[src/rtl/lpm_pkg.sv]
package lpm_pkg;
  localparam int ULPI_W  = 8;
  localparam int LS_W    = 2;
  localparam int IRQ_POS = 3;
  localparam int ADDR_W  = 6;

  typedef enum logic [3:0] {
    ST_IDLE,
    ST_TXCMD,
    ST_TXDATA,
    ST_TXSTP,
    ST_ENTER_WAIT,
    ST_SUSP,
    ST_WAKE,
    ST_EXIT_TA,
    ST_RX
  } lpm_state_e;

  function automatic logic [ULPI_W-1:0] regwr_cmd(input logic [ADDR_W-1:0] addr);
    return {2'b10, addr};
  endfunction
endpackage

[src/rtl/lpm_seq_fsm.sv]
module lpm_seq_fsm
  import lpm_pkg::*;
#(
  parameter logic [ADDR_W-1:0] REG_ADDR   = 6'h04,
  parameter logic [ULPI_W-1:0] FCTRL_BASE = 8'h49,
  parameter int                SUSP_BIT   = 6
) (
  input  logic              clk,
  input  logic              rst_n,
  input  logic              sleep_req,
  input  logic              wake_req,
  input  logic              clk_ready,
  input  logic              dir,
  input  logic              nxt,
  output logic              stp_o,
  output logic [ULPI_W-1:0] data_o,
  output logic              suspended_o,
  output logic              sample_en_o,
  output logic              cap_en_o
);
  localparam logic [ULPI_W-1:0] WR_VAL  = FCTRL_BASE & ~(ULPI_W'(1) << SUSP_BIT);
  localparam logic [ULPI_W-1:0] CMD_VAL = regwr_cmd(REG_ADDR);

  lpm_state_e state_q, state_d;
  logic       wake_pend_q, wake_pend_d;

  always_comb begin
    state_d = state_q;
    unique case (state_q)
      ST_IDLE:       if (dir) state_d = ST_RX;
                     else if (sleep_req) state_d = ST_TXCMD;
      ST_TXCMD:      if (!dir && nxt) state_d = ST_TXDATA;
      ST_TXDATA:     if (dir) state_d = ST_TXCMD;
                     else if (nxt) state_d = ST_TXSTP;
      ST_TXSTP:      state_d = ST_ENTER_WAIT;
      ST_ENTER_WAIT: if (dir) state_d = ST_SUSP;
      ST_SUSP:       if (!dir) state_d = ST_EXIT_TA;
                     else if ((wake_pend_q || wake_req) && clk_ready) state_d = ST_WAKE;
      ST_WAKE:       if (!dir) state_d = ST_EXIT_TA;
      ST_EXIT_TA:    state_d = ST_IDLE;
      ST_RX:         if (!dir) state_d = ST_IDLE;
      default:       state_d = ST_IDLE;
    endcase
  end

  always_comb begin
    wake_pend_d = (state_q == ST_SUSP) && (state_d == ST_SUSP) && (wake_pend_q || wake_req);
  end

  always_ff @(posedge clk or negedge rst_n) begin
    if (!rst_n) begin
      state_q     <= ST_IDLE;
      wake_pend_q <= 1'b0;
    end else begin
      state_q     <= state_d;
      wake_pend_q <= wake_pend_d;
    end
  end

  always_comb begin
    unique case (state_q)
      ST_TXCMD:  data_o = CMD_VAL;
      ST_TXDATA: data_o = WR_VAL;
      default:   data_o = '0;
    endcase
  end

  assign stp_o       = (state_q == ST_TXSTP) || (state_q == ST_WAKE);
  assign suspended_o = (state_q == ST_SUSP) || (state_q == ST_WAKE);
  assign sample_en_o = (state_q == ST_SUSP) && dir;
  assign cap_en_o    = (state_q == ST_RX) && dir && !nxt;

  // command byte stays put until the PHY accepts it
  assert_cmd_hold_R2: assert property (@(posedge clk) disable iff (!rst_n)
    (state_q == ST_TXCMD && !nxt) |=> (data_o == CMD_VAL));

  // the stop of a register write lasts one cycle
  assert_wr_stp_pulse_R2: assert property (@(posedge clk) disable iff (!rst_n)
    (stp_o && !suspended_o) |=> !stp_o);

  // no wake STP while the PHY clock is not confirmed
  assert_stp_needs_clk_R6: assert property (@(posedge clk) disable iff (!rst_n)
    (state_q == ST_SUSP && !clk_ready) |=> !stp_o);

  // STP dropped the cycle after DIR is seen low
  assert_stp_release_R7: assert property (@(posedge clk) disable iff (!rst_n)
    (state_q == ST_WAKE && !dir) |=> !stp_o);

  // wake request in idle leaves STP low
  assert_idle_wake_R10: assert property (@(posedge clk) disable iff (!rst_n)
    (state_q == ST_IDLE && !sleep_req) |=> !stp_o);
endmodule

[src/rtl/lpm_susp_decode.sv]
module lpm_susp_decode
  import lpm_pkg::*;
(
  input  logic            clk,
  input  logic            rst_n,
  input  logic            sample_en,
  input  logic [LS_W-1:0] ls_bits,
  input  logic            irq_bit,
  output logic [LS_W-1:0] line_state,
  output logic            irq
);
  logic [LS_W-1:0] ls_d;
  logic            irq_d;

  always_comb begin
    ls_d  = line_state;
    irq_d = irq;
    if (sample_en) begin
      ls_d  = ls_bits;
      irq_d = irq_bit;
    end
  end

  always_ff @(posedge clk or negedge rst_n) begin
    if (!rst_n) begin
      line_state <= '0;
      irq        <= 1'b0;
    end else begin
      line_state <= ls_d;
      irq        <= irq_d;
    end
  end

  // interrupt flag follows the sampled bus bit
  assert_irq_track_R5: assert property (@(posedge clk) disable iff (!rst_n)
    sample_en |=> (irq == $past(irq_bit)));

  // values frozen when not sampling
  assert_ls_frozen_R7: assert property (@(posedge clk) disable iff (!rst_n)
    !sample_en |=> $stable(line_state));
endmodule

[src/rtl/lpm_status_capture.sv]
module lpm_status_capture
  import lpm_pkg::*;
(
  input  logic              clk,
  input  logic              rst_n,
  input  logic              cap_en,
  input  logic [ULPI_W-1:0] data_in,
  output logic              status_valid,
  output logic [ULPI_W-1:0] status_byte
);
  logic [ULPI_W-1:0] byte_d;

  always_comb begin
    byte_d = status_byte;
    if (cap_en) byte_d = data_in;
  end

  always_ff @(posedge clk or negedge rst_n) begin
    if (!rst_n) begin
      status_valid <= 1'b0;
      status_byte  <= '0;
    end else begin
      status_valid <= cap_en;
      status_byte  <= byte_d;
    end
  end

  // a captured byte appears with its pulse
  assert_status_byte_R9: assert property (@(posedge clk) disable iff (!rst_n)
    cap_en |=> (status_valid && status_byte == $past(data_in)));
endmodule

[src/rtl/lpm_link_ctrl.sv]
module lpm_link_ctrl
  import lpm_pkg::*;
#(
  parameter logic [ADDR_W-1:0] REG_ADDR   = 6'h04,
  parameter logic [ULPI_W-1:0] FCTRL_BASE = 8'h49,
  parameter int                SUSP_BIT   = 6
) (
  input  logic              clk,
  input  logic              rst_n,
  input  logic              sleep_req,
  input  logic              wake_req,
  input  logic              clk_ready,
  input  logic              ulpi_dir,
  input  logic              ulpi_nxt,
  input  logic [ULPI_W-1:0] ulpi_data_in,
  output logic [ULPI_W-1:0] ulpi_data_out,
  output logic              ulpi_stp,
  output logic              suspended,
  output logic [LS_W-1:0]   line_state,
  output logic              irq,
  output logic              status_valid,
  output logic [ULPI_W-1:0] status_byte
);
  logic [1:0] rst_pipe;
  logic       rst_sync_n;
  logic       sample_en;
  logic       cap_en;

  always_ff @(posedge clk or negedge rst_n) begin
    if (!rst_n) rst_pipe <= 2'b00;
    else        rst_pipe <= {rst_pipe[0], 1'b1};
  end
  assign rst_sync_n = rst_pipe[1];

  lpm_seq_fsm #(
    .REG_ADDR  (REG_ADDR),
    .FCTRL_BASE(FCTRL_BASE),
    .SUSP_BIT  (SUSP_BIT)
  ) u_fsm (
    .clk        (clk),
    .rst_n      (rst_sync_n),
    .sleep_req  (sleep_req),
    .wake_req   (wake_req),
    .clk_ready  (clk_ready),
    .dir        (ulpi_dir),
    .nxt        (ulpi_nxt),
    .stp_o      (ulpi_stp),
    .data_o     (ulpi_data_out),
    .suspended_o(suspended),
    .sample_en_o(sample_en),
    .cap_en_o   (cap_en)
  );

  lpm_susp_decode u_decode (
    .clk       (clk),
    .rst_n     (rst_sync_n),
    .sample_en (sample_en),
    .ls_bits   (ulpi_data_in[LS_W-1:0]),
    .irq_bit   (ulpi_data_in[IRQ_POS]),
    .line_state(line_state),
    .irq       (irq)
  );

  lpm_status_capture u_status (
    .clk         (clk),
    .rst_n       (rst_sync_n),
    .cap_en      (cap_en),
    .data_in     (ulpi_data_in),
    .status_valid(status_valid),
    .status_byte (status_byte)
  );

  // suspend is only declared after the PHY has taken the bus
  assert_enter_dir_R4: assert property (@(posedge clk) disable iff (!rst_sync_n)
    $rose(suspended) |-> $past(ulpi_dir));

  // every exit from suspend follows DIR seen low
  assert_exit_dir_R8: assert property (@(posedge clk) disable iff (!rst_sync_n)
    $fell(suspended) |-> !$past(ulpi_dir));
endmodule

[config.mk]
export PLATFORM = sky130hd
export DESIGN_NAME = lpm_link_ctrl
export DESIGN_NICKNAME = d
export VERILOG_FILES = /design/src/rtl/lpm_pkg.sv /design/src/rtl/lpm_seq_fsm.sv /design/src/rtl/lpm_susp_decode.sv /design/src/rtl/lpm_status_capture.sv /design/src/rtl/lpm_link_ctrl.sv
export SDC_FILE = /design/constraint.sdc
export NUM_CORES = 1
export LEC_CHECK = 0
export BUFFER_PORTS_ARGS = -buffer_cell sky130_fd_sc_hd__buf_2
export CAP_MARGIN = 40
export CORE_MARGIN = 4
export CORE_UTILIZATION = 40
export DETAILED_ROUTE_END_ITERATION = 10
export GPL_ROUTABILITY_DRIVEN = 0
export GPL_TIMING_DRIVEN = 0
export PLACE_DENSITY_LB_ADDON = 0.12
export RECOVER_POWER = 25
export SYNTH_ARGS = -nofsm -noshare
export SYNTH_HDL_FRONTEND = slang
export SYNTH_SLANG_ARGS = --single-unit
[constraint.sdc]
create_clock -name clk -period 1.4 [get_ports clk]
set_input_delay 0.07 -clock clk [delete_from_list [all_inputs] [get_ports clk]]
set_output_delay 0.07 -clock clk [all_outputs]
set_load 0.005 [all_outputs]
After elaboration in Yosys (flattened, before gate mapping)
Index checks and enable logic that the tools add are counted.
{"block": "word_totals", "ff_bits": 19, "inputBits": 15, "output_inout_bits": 22, "wordCells": 40}
{"block": "op_classes", "eq_ne": 8, "n_mux": 12, "n_reduce_logical": 13}
{"operator": "4-bit 2-to-1 mux", "n": 10}
{"operator": "4-bit case mux with 8 select lines", "n": 1}
{"operator": "4-bit by 3-bit == test with 1-bit output, second input constant", "n": 4}
{"operator": "8-bit case mux with 2 select lines", "n": 1}
{"operator": "4-bit by 2-bit == test with 1-bit output, second input constant", "n": 2}
{"operator": "1-bit logical AND", "n": 7}
{"operator": "4-bit by 1-bit == test with 1-bit output, second input constant", "n": 1}
{"operator": "4-bit == test, second input constant", "n": 1}
{"operator": "4-bit logical NOT", "n": 1}
{"operator": "1-bit logical OR", "n": 3}
{"operator": "1-bit logical NOT", "n": 2}

Longest topological paths before layout
Gate-level depths: netlist of the first run.
{"block": "depth", "word_depth": 8, "depth_mapped": 4, "depth_no_buf": 3}

Hierarchy
Synthesis of the first run repeated with hierarchy kept, for this count alone.
{"block": "hier_totals", "hier_cells": 77, "area_unflattened_um2": 947.2}
{"module": "lpm_seq_fsm", "instances": 1, "cells_each": 50, "area_each_um2": 427.9, "seq_area_each_um2": 125.1}
{"module": "lpm_status_capture", "instances": 1, "cells_each": 18, "area_each_um2": 356.6, "seq_area_each_um2": 225.2}
{"module": "lpm_susp_decode", "instances": 1, "cells_each": 6, "area_each_um2": 108.9, "seq_area_each_um2": 75.1}
{"module": "lpm_link_ctrl", "instances": 1, "cells_each": 3, "area_each_um2": 53.8, "seq_area_each_um2": 50.0}

Worst setup path before layout of the first run
No wires, ideal clock.
{"block": "synth_timing", "path_type": "register to register", "start": "register u_fsm.state_q[3]", "end": "register u_decode.irq", "setup_ps": 125, "arrival_time_ps": 1279, "required_time_ps": 1275, "setup_slack_ps": -3, "path_stages_with_launch": 5, "n_path_buf": 1, "period_less_slack_ps": 1403, "cell_sequence": "dfrtp_1 -> clkbuf_1 -> and4bb_2 -> nand2_1 -> mux2_2"}
{"block": "synth_via", "elab_chain_len": 2}
{"element": "start: declaration", "line": "lpm_seq_fsm.sv:24", "rtl": "lpm_state_e state_q, state_d;"}
{"element": "start signal: assignment", "line": "lpm_seq_fsm.sv:55", "rtl": "state_q <= state_d;"}
{"element": "4-bit by 3-bit == test with 1-bit output", "line": "lpm_seq_fsm.sv:70", "rtl": "assign sample_en_o = (state_q == ST_SUSP) && dir;"}
{"element": "1-bit logical AND", "line": "lpm_seq_fsm.sv:70"}
{"element": "end signal: assignment", "line": "lpm_susp_decode.sv:30", "rtl": "irq <= irq_d;"}
{"element": "end: declaration", "line": "lpm_susp_decode.sv:10", "rtl": "output logic irq"}
No other way between the ends.
A chain may end at the register's enable or synchronous reset.

Worst setup path in the final report of the first run
{"block": "layout_timing", "start": "register u_fsm.state_q[0]", "end": "output port suspended"}
{"block": "layout_via", "elab_chain_len": 2, "elab_cells_between_ends": 3, "cone_classes": "2 x eq/ne; 1 x reduce/logical"}
{"element": "4-bit by 3-bit == test with 1-bit output", "line": "lpm_seq_fsm.sv:69", "rtl": "assign suspended_o = (state_q == ST_SUSP) || (state_q == ST_WAKE);"}
{"element": "1-bit logical OR *", "line": "lpm_seq_fsm.sv:69"}
{"element": "end: declaration", "line": "lpm_link_ctrl.sv:18", "rtl": "output logic suspended,"}
Every way passes the cells marked *; elsewhere a longest branch is shown, timed or not.

==> results of run 1 <==
## layout make-up
type / count / area, um^2
Timing Repair Buffer: 54 / 363
Buffer: 9 / 78.8
Sequential cell: 19 / 477
Clock buffer: 3 / 22.5
Inverter: 2 / 7.51
Tap cell: 28 / 35.0
Clock inverter: 1 / 5.00
Fill cell: 186 / 741
Multi-Input combinational cell: 50 / 462
## through the flow
stage	utilization	std cells	setup slack, ns	area (um^2)	hold WS, ns
final	0.662	166	-0.0669	1450	0.0101
after floorplan	-	80	0.0307	930	-0.226
after CTS	0.616	160	-0.0803	1350	0.00123
after global placement	0.513	140	-0.0655	1120	-0.144
after detailed placement	0.513	140	-0.0869	1120	-0.143
after global routing	0.662	166	-0.152	1450	0.00358
## worst paths after layout
path                       slack (ns)              from  cells after the start                      end
max in group asynchronous        0.66       rst_pipe[1]                      0         u_fsm.state_q[3]
setup / recovery                -0.07  u_fsm.state_q[0]                      4                suspended
setup reg to reg                -0.06  u_fsm.state_q[0]                      5  u_status.status_byte[7]
hold / removal                   0.01   ulpi_data_in[1]                      2   u_decode.line_state[1]
hold reg to reg                  0.27       rst_pipe[1]                      0   u_decode.line_state[1]
min in group asynchronous        0.08             rst_n                      2              rst_pipe[1]
## repair_timing
action                     in CTS  in global routing
cloned                          1                  0
gates resized for setup        12                 13
hold endpoints to repair        8                  0
setup endpoints to repair       9                 17
pin swaps                       4                  3
hold buffers                    7                  0
buffers inserted                9                  6
## sequential cells by signal, indices dropped and copies added (netlist names)
| name | cells |
|---|---|
| u_decode.line_state | 2 |
| u_status.status_valid | 1 |
| rst_pipe | 2 |
| u_fsm.state_q | 4 |
| u_fsm.wake_pend_q | 1 |
| u_decode.irq | 1 |
| u_status.status_byte | 8 |
## logic make-up (layout without fill, tap and decap cells)
family | Yosys count | in the layout | synth area share
AOI/OAI and AO/OA | 9 | 9 | 0.0750
other | 2 | 5 | 0.00819
DFF | 19 | 19 | 0.518
xor gates and xnor gates | 2 | 2 | 0.0191
and+or+nand+nor | 21 | 22 | 0.154
buffers and inverters | 12 | 69 | 0.0778
muxes | 12 | 12 | 0.147
## power breakdown
| group | internal [W] | leakage (nW) | total, W | switching (W) |
|---|---|---|---|---|
| clock | 0.000106 | 0.0177 | 0.000271 | 0.000165 |
| sequential | 0.000748 | 0.241 | 0.000863 | 0.000116 |
| combinational | 0.000923 | 0.543 | 0.00155 | 0.000625 |
## placed cells by master (no fill, tap or decap)
cell and n:
a2111oi_0 1, a211oi_4 1, a21boi_0 1, a21o_2 1, a221o_1 1, a22o_1 1, and4bb_2 1, buf_2 30
buf_4 17, buf_6 8, clkbuf_1 1, clkbuf_4 3, clkinv_2 1, conb_1 5, dfrtp_1 18, dfrtp_2 1
dlygate4sd3_1 7, inv_1 2, mux2_2 11, mux2_4 1, nand2_1 3, nand2_4 1, nand2b_1 2, nand2b_4 2
nand3_1 1, nand3b_4 2, nor2_1 5, nor3_1 1, nor3_2 1, nor3_4 1, nor4b_4 1, o21ai_0 2
o31ai_2 1, or3_1 1, xnor2_1 2
## per-layer routing
layer	global-route usage	part of all wire	routed length [um]
met5	0	0	0
met4	0.0610	0.0081	17
met3	0.0325	0.044	92
met2	0.255	0.54	1140
met1	0.170	0.40	851
==> reports/qor.csv, run 1 <==
stage;metric;value;unit
routing;DRC viols;0;
synth;Yosys cell types;25;
sta;Tmin final;1.47;ns
sta;Final setup violation count;11;
worst_setup_path;worst path cell trace;buf_6 -> nand2b_4 -> a211oi_4 -> buf_2;
place;I/O Buffers;32;
place;hpwl dp;1310;um
sta;Setup WS post-layout;-0.0669;ns
layout;Layout Nets;154;
floorplan;die span in x;55.9;um
synth;ys async rst share;1.00;
routing;Starting DRT DRC Count;11;
global_route;via count of the first global-routing pass;777;
routing;Antenna Nets Post-Route;0;
clock_tree;root buf cell;clkbuf_4;
worst_setup_path;CP Class;register to output pin;
layout;Layout area overhead;58.1;%
global_route;global-route wire length before repair;3550;um
worst_hold_path;worst min path class;input port to register;
routing;first drt pass iteration count;2;
clock_tree;H-tree depth;1;
worst_setup_path;CP max stage delay;0.41;ns
worst_setup_path;CP bufs+invs;2;
layout;ANT cells;0;
sta;endpoints failing hold;0;
synth;Synth Area per Inst;11.9;um^2
sta;Worst slew margin;0.554;
clock_tree;clock tree buffer depth;2;
clock_tree;CTS sink cnt;19;
synth;Seq cells post-synth;19;
floorplan;Ports;37;
worst_setup_path;family with the most delay on the worst path;flip-flops;
sta;RSZ-0062 raised after global routing;yes;
outcome;outcome;finished, violations left;
global_route;grt total ovfl;0;
synth;Yosys top cell area share;0.518;
synth;prevailing post-synth register cell;dfrtp_1;
clock_tree;TritonCTS clock tree;built;
worst_setup_path;Critical Path AT;1.40;ns
layout;share of layout cells above drive strength 1;0.609;
floorplan;core area;2190;um^2
routing;DRT Wirelength;2100;um
synth;synthesized area;917;um^2
power;PD cells;1850;nW/um^2
sta;Fin Setup TNS;-0.505;ns
power;PnR Total Power;0.00268;W
global_route;maximum number of pins on one net before global-route repair;18;
worst_setup_path;startpoint types;register;
routing;per-cell routed wire length;12.7;um
sta;Worst Max-Slew Pin Slew;0.669;ns
floorplan;initial core utilization;0.419;
synth;cells after synthesis;77;
synth;ranking of synthesized cells by area;dfrtp_1 (52%), mux2_2 (15%), buf_4 (4.9%);
synth;yosys warns;0;
sta;fmax;0.682;GHz
synth;EDFF count, synth;0;
outcome;failing checks;negative setup slack;
worst_setup_path;CP required;1.33;ns
job;Max Cap Viol;0;
worst_setup_path;Max FO, Critical Path;9;
global_route;total global-route track usage;0.146;
synth;largest area contributor in the netlist;dfrtp_1;
worst_setup_path;critical path capture point type;output pin;
power;leakage power;0.802;nW
worst_setup_path;Crit-path slowest cell;dfrtp_1;
synth;top-count cell post-synth;dfrtp_1;
routing;vias per inst;4.59;
clock_tree;Num CTS Buffers;3;
floorplan;full die area;3120;um^2
global_route;initial antenna violation count;0;
synth;Seq/Total Area, Yosys;0.518;
synth;Commonest cells post-synth;dfrtp_1 (19), mux2_2 (12), buf_4 (6);
floorplan;Cell Rows;17;
sta;Final Max Tran Viols;0;
power;Peak VDD IR;1.16;mV
floorplan;die height;55.9;um
clock_tree;clock-pin slew on the worst setup and hold paths;0.11;ns
routing;Via Count;762;
sta;Final period util;1.05;
clock_tree;worst-skew pair later-pin latency;0.30;ns
sta;skew final;0.00766;ns
Power figures use the tool's default switching activity.
==> run 2, diff against run 1 <==
Settings changed: ABC_AREA from default to 1, CORE_MARGIN 4 to 5.
==> run 2 against run 1 <==
Net effect: the flow now finishes without violations; register-to-register slack improved by 0.12 ns; clock skew fell by 0.0065 ns; via count increased by 11%; critical endpoint is now u_fsm.state_q[1].
==> reports/qor.csv, run 2 <==
stage;metric;value;unit
synth;synthesized area;911;um^2
clock_tree;worst-skew pair later-pin latency;0.28;ns
worst_setup_path;Max FO, Critical Path;3;
worst_setup_path;CP max stage delay;0.42;ns
worst_setup_path;reg-to-reg slack, setup;0.06;ns
routing;DRT Wirelength;2040;um
worst_setup_path;CP required;1.64;ns
routing;per-cell routed wire length;10.8;um
power;leakage power;0.732;nW
synth;Seq cells post-synth;19;
synth;Yosys cell types;17;
global_route;Top Usage Layer GRT;met2;
routing;Starting DRT DRC Count;10;
synth;largest family of logic cells by synthesized area;simple AND/OR/NAND/NOR gates;
synth;Synth Area per Inst;8.21;um^2
clock_tree;H-tree depth;1;
place;placed cell count;174;
global_route;grt met1 use;0.162;
worst_setup_path;critical path capture point type;register;
synth;prevailing post-synth register cell;dfrtp_1;
worst_hold_path;worst min path class;input port to register;
power;clock power share;0.123;
worst_setup_path;Critical Path AT;1.57;ns
floorplan;Ports;37;
layout;commonest non-fill, non-tap cell in the layout;nand2_1;
layout;max FFs per register;8;
global_route;total global-route track usage;0.125;
power;PD cells;1690;nW/um^2
global_route;global-route wire length before repair;3320;um
power;P_sw;0.000820;W
synth;ys async rst share;1.00;
power;Cell Int Power;0.00132;W
place;I/O Buffers;32;
routing;first drt pass iteration count;4;
power;Sw Ratio;0.383;
clock_tree;clock tree buffer depth;2;
place;hpwl dp;1510;um
layout;most flop-heavy register;u_status.status_byte;
synth;xor/xnor share of the synthesized area;0;
clock_tree;Num CTS Buffers;3;
layout;share of layout cells above drive strength 1;0.413;
floorplan;Cell Rows;17;
sta;endpoints failing hold;0;
synth;top-count cell post-synth;nand2_1;
synth;EDFF count, synth;0;
layout;ANT cells;0;
floorplan;full die area;3330;um^2
synth;cells after synthesis;111;
sta;skew final;0.00114;ns
global_route;grt total ovfl;0;
clock_tree;clock-pin slew on the worst setup and hold paths;0.10;ns
global_route;GR Util met3;0.0245;
worst_hold_path;Hold Crit Endpoint;u_status.status_byte[3];
global_route;initial antenna violation count;0;
worst_setup_path;Crit-path slowest cell;dfrtp_1;
sta;Final setup violation count;0;
sta;Tmin final;1.34;ns
synth;largest area contributor in the netlist;dfrtp_1;
floorplan;core area;2190;um^2
synth;multiplexer share of the synthesized area;0;
worst_hold_path;HP Start;ulpi_data_in[3];
sta;Final Max Tran Viols;0;
synth;Commonest cells post-synth;nand2_1 (36), dfrtp_1 (19), inv_1 (10), nor2_1 (10), nand3_1 (8);
worst_setup_path;family with the most delay on the worst path;simple AND/OR/NAND/NOR gates;
synth;Seq/Total Area, Yosys;0.522;
synth;area fraction in compound gates after synthesis;0.0618;
routing;Antenna Nets Post-Route;0;
sta;Final period util;0.955;
synth;yosys warns;0;
worst_setup_path;CP bufs+invs;2;
layout;Layout area overhead;39.3;%
clock_tree;root buf cell;clkbuf_4;
global_route;maximum number of pins on one net before global-route repair;18;
worst_setup_path;worst reg2reg endpoint;u_fsm.state_q[1];
power;Peak VDD IR;0.749;mV
floorplan;die span in x;57.7;um
global_route;met2 Use GR;0.205;
synth;ranking of synthesized cells by area;dfrtp_1 (52%), nand2_1 (15%), buf_4 (4.9%);
floorplan;initial core utilization;0.416;
power;combinational power share;0.442;
worst_hold_path;Hold Path Stages;3;
job;Max Cap Viol;0;
synth;Yosys top cell area share;0.522;
worst_setup_path;startpoint types;register;
outcome;outcome;complete, no violations;
layout;Finished Core Util;0.579;
floorplan;die height;57.7;um
worst_setup_path;r2r startpoint;u_fsm.state_q[1];
power;Flop pwr share;0.435;
worst_setup_path;crit path from;u_fsm.state_q[1];
worst_setup_path;CP most frequent cell;buf_4;
clock_tree;CTS sink cnt;19;
worst_setup_path;worst path cell trace;buf_4 -> buf_4 -> nor2_1 -> nand2_1 -> a21oi_1 -> or2_2;
clock_tree;TritonCTS clock tree;built;
sta;Worst Max-Slew Pin Slew;0.669;ns
sta;fmax;0.748;GHz
routing;vias per inst;4.48;
routing;Via Count;843;
layout;Regs by FF count;u_status.status_byte (8), u_fsm.state_q (4);
sta;Worst slew margin;0.554;
worst_setup_path;CP Class;register to register;
synth;simple-gate share of the synthesized area;0.297;
global_route;via count of the first global-routing pass;770;
layout;final non-filler cell total;188;
layout;most frequent cells in the layout;nand2_1 (34), buf_2 (31), dfrtp_1 (16);
layout;Layout Nets;176;
worst_setup_path;FF-to-FF path depth;6;
synth;Synth Area in Adders;0;
routing;DRC viols;0;
-- run 2: cell count changes after synthesis, moves of 4 or more --
cell	previous run	this run
inv_1	2	10
nand2_1	4	36
nand2b_1	4	0
nand3_1	1	8
mux2_2	12	0
nor2_1	5	10
-- run 2: through the flow --
stage          worst slack, ns   TNS, ns  hold WS [ns]  area, um^2  total power (W)
2_1_floorplan            0.262         0        -0.226         922          0.00139
3_3_place_gp             0.159         0        -0.145        1120          0.00168
6_report                0.0631         0        0.0437        1270          0.00214
4_1_cts               -0.00226  -0.00226        0.0250        1220          0.00204
5_1_grt                -0.0260   -0.0488        0.0404        1270          0.00232
3_5_place_dp             0.138         0        -0.144        1120          0.00170
-- run 2: tightest hold or removal path: cells and delay by family --
| kind | cells | cell delay, ns |
|---|---|---|
| buffers and inverters | 2 | 0.16 |
| AOI/OAI and AO/OA | 1 | 0.06 |
-- run 2: area by class of cell --
type / instances / area, um^2
Clock buffer: 4 / 26.3
Buffer: 7 / 56.3
Timing Repair Buffer: 42 / 249
Fill cell: 208 / 922
Multi-Input combinational cell: 76 / 378
Sequential cell: 19 / 479
Tap cell: 28 / 35.0
Inverter: 12 / 45.0
-- run 2: cells by family (layout without fill, tap and decap cells) --
family / after synthesis / in the layout
buffers and inverters: 19 / 65
AOI/OAI and AO/OA: 9 / 9
other: 2 / 5
and+or+nand+nor: 62 / 62
DFF: 19 / 19
-- run 2: worst max path at each step --
| stage | end | slack (ns) | cells after the start |
|---|---|---|---|
| 2_1_floorplan | u_status.status_byte[1] | 0.26 | 7 |
| 3_3_place_gp | u_status.status_byte[7] | 0.16 | 7 |
| 3_5_place_dp | u_decode.line_state[1] | 0.14 | 6 |
| 4_1_cts | ulpi_data_out[3] | -0.002 | 5 |
| 5_1_grt | u_fsm.wake_pend_q | -0.03 | 6 |
| 6_report | u_fsm.state_q[1] | 0.06 | 6 |
-- run 2: what timing repair did --
item	in CTS	in global routing
endpoints found under the setup margin	4	9
pin swaps	0	2
hold buffers	6	0
buffers inserted	0	4
endpoints found under the hold margin	7	0
gates resized for setup	6	8
-- run 2: metal layers --
layer  routed length (um)  up-vias
met4                   13        0
met2                  979       27
met3                  145        2
met1                  898      386
met5                    0        -
li1                     -      428
-- run 2: power groups by stage --
stage | clock, W | sequential, W | combinational [W]
6_report | 0.000264 | 0.000930 | 0.000945
5_1_grt | 0.000302 | 0.000960 | 0.00105
4_1_cts | 0.000285 | 0.000918 | 0.000838
3_5_place_dp | 0 | 0.000902 | 0.000798
3_3_place_gp | 0 | 0.000894 | 0.000782
2_1_floorplan | 0 | 0.000898 | 0.000488
==> run 3, diff against run 2 <==
Settings changed: RECOVER_POWER 25 to 100.
==> run 3 against run 2 <==
Net effect: sequential share of layout area rose by 0.34 points; critical endpoint unchanged; largest power group is now sequential cells; final cell count stayed put; non-clock buffer count unchanged; critical path type unchanged; die area did not move.
==> reports/qor.csv, run 3 (synthesis results as in run 2) <==
stage;metric;value;unit
routing;DRT Wirelength;2040;um
clock_tree;root buf cell;clkbuf_4;
worst_setup_path;CP bufs+invs;2;
routing;per-cell routed wire length;10.8;um
place;hpwl dp;1510;um
sta;Final period util;0.964;
global_route;global-route wire length before repair;3320;um
sta;Worst Max-Slew Pin Slew;0.669;ns
power;PnR Total Power;0.00212;W
global_route;initial antenna violation count;0;
routing;DRC viols;0;
layout;most frequent cells in the layout;nand2_1 (35), buf_2 (27), dfrtp_1 (16);
place;I/O Buffers;32;
worst_setup_path;CP max stage delay;0.41;ns
floorplan;Cell Rows;17;
sta;worst hold slack;0.0405;ns
clock_tree;worst-skew pair later-pin latency;0.28;ns
clock_tree;Num CTS Buffers;3;
place;DP Area;1120;um^2
layout;Filler cells;211;
power;leakage power;0.716;nW
clock_tree;clock tree buffer depth;2;
worst_setup_path;Crit-path slowest cell;dfrtp_1;
outcome;outcome;complete, no violations;
layout;Finished Core Util;0.574;
sta;Final Max Tran Viols;0;
sta;fmax;0.741;GHz
worst_setup_path;startpoint types;register;
floorplan;initial core utilization;0.416;
power;Peak VDD IR;0.747;mV
clock_tree;clock-pin slew on the worst setup and hold paths;0.10;ns
global_route;grt total ovfl;0;
worst_setup_path;Max FO, Critical Path;3;
worst_setup_path;CP most frequent cell;clkbuf_4;
routing;Antenna Nets Post-Route;0;
layout;Multi-input gate area;375;um^2
layout;finished layout cell area;1260;um^2
worst_setup_path;worst path cell trace;clkbuf_4 -> clkbuf_4 -> nor2_1 -> nand2_1 -> a21oi_1 -> or2_2;
global_route;total global-route track usage;0.125;
layout;ANT cells;0;
floorplan;die height;57.7;um
worst_setup_path;Critical Path AT;1.58;ns
clock_tree;CTS sink cnt;19;
worst_setup_path;family with the most delay on the worst path;simple AND/OR/NAND/NOR gates;
layout;share of layout cells above drive strength 1;0.375;
layout;Regs by FF count;u_status.status_byte (8), u_fsm.state_q (4);
layout;Layout area overhead;38.0;%
layout;most flop-heavy register;u_status.status_byte;
global_route;via count of the first global-routing pass;770;
sta;skew final;0.000930;ns
layout;max FFs per register;8;
worst_setup_path;CP Class;register to register;
job;Max Cap Viol;0;
routing;Via Count;844;
floorplan;full die area;3330;um^2
layout;register area;479;um^2
clock_tree;H-tree depth;1;
place;dpl ws;0.138;ns
worst_setup_path;critical path capture point type;register;
floorplan;Ports;37;
routing;Starting DRT DRC Count;12;
worst_setup_path;CP required;1.64;ns
floorplan;die span in x;57.7;um
power;PD cells;1680;nW/um^2
layout;commonest non-fill, non-tap cell in the layout;nand2_1;
global_route;maximum number of pins on one net before global-route repair;18;
sta;Tmin final;1.35;ns
routing;first drt pass iteration count;4;
sta;Setup WS post-layout;0.0511;ns
sta;Final setup violation count;0;
clock_tree;TritonCTS clock tree;built;
sta;endpoints failing hold;0;
worst_hold_path;worst min path class;input port to register;
layout;Layout Nets;176;
floorplan;core area;2190;um^2
sta;Worst slew margin;0.554;
routing;vias per inst;4.49;
run 3: layout make-up:
cell class / count / share of cell area
Clock buffer: 4 / 0.0209
Tap cell: 28 / 0.0279
Inverter: 12 / 0.0358
Sequential cell: 19 / 0.381
Timing Repair Buffer: 42 / 0.194
Buffer: 7 / 0.0418
Multi-Input combinational cell: 76 / 0.299
run 3: per-stage QoR:
step                setup TNS [ns]  cells
CTS                       -0.00226    184
detailed placement               0    174
floorplan                        0    114
finish                           0    188
global placement                 0    174
global route               -0.0690    188
run 3: timing repair:
item	in CTS	in global routing
endpoints found under the setup margin	4	9
pin swaps	0	2
hold endpoints to repair	7	0
setup buffers	0	4
gates resized for setup	6	8
hold buffers	6	0
run 3: path summary, 6_finish.rpt:
check                                       from                 endpoint  slack, ns  depth (start not counted)
worst max-delay path            u_fsm.state_q[1]         u_fsm.state_q[1]       0.05                          6
worst min-delay path             ulpi_data_in[3]  u_status.status_byte[3]       0.04                          3
worst max register to register  u_fsm.state_q[1]         u_fsm.state_q[1]       0.05                          6
worst min register to register       rst_pipe[1]        u_fsm.wake_pend_q       0.28                          0
max in group asynchronous            rst_pipe[1]         u_fsm.state_q[3]       0.65                          0
min in group asynchronous                  rst_n              rst_pipe[1]       0.09                          2
run 3: layer usage:
layer  GRT usage  routed length (um)
met2       0.205                 978
met5           0                   0
met1       0.162                 891
met4      0.0497                  13
met3      0.0245                 152
run 3: power breakdown:
part | internal (W) | switching, W
Clock | 0.000111 | 0.000154
Combinational | 0.000441 | 0.000481
Sequential | 0.000748 | 0.000181
run 3: tightest hold or removal path: stages:
cell and delay (ns):
buf_2 0.09, inv_1 0.07, o21ai_2 0.06
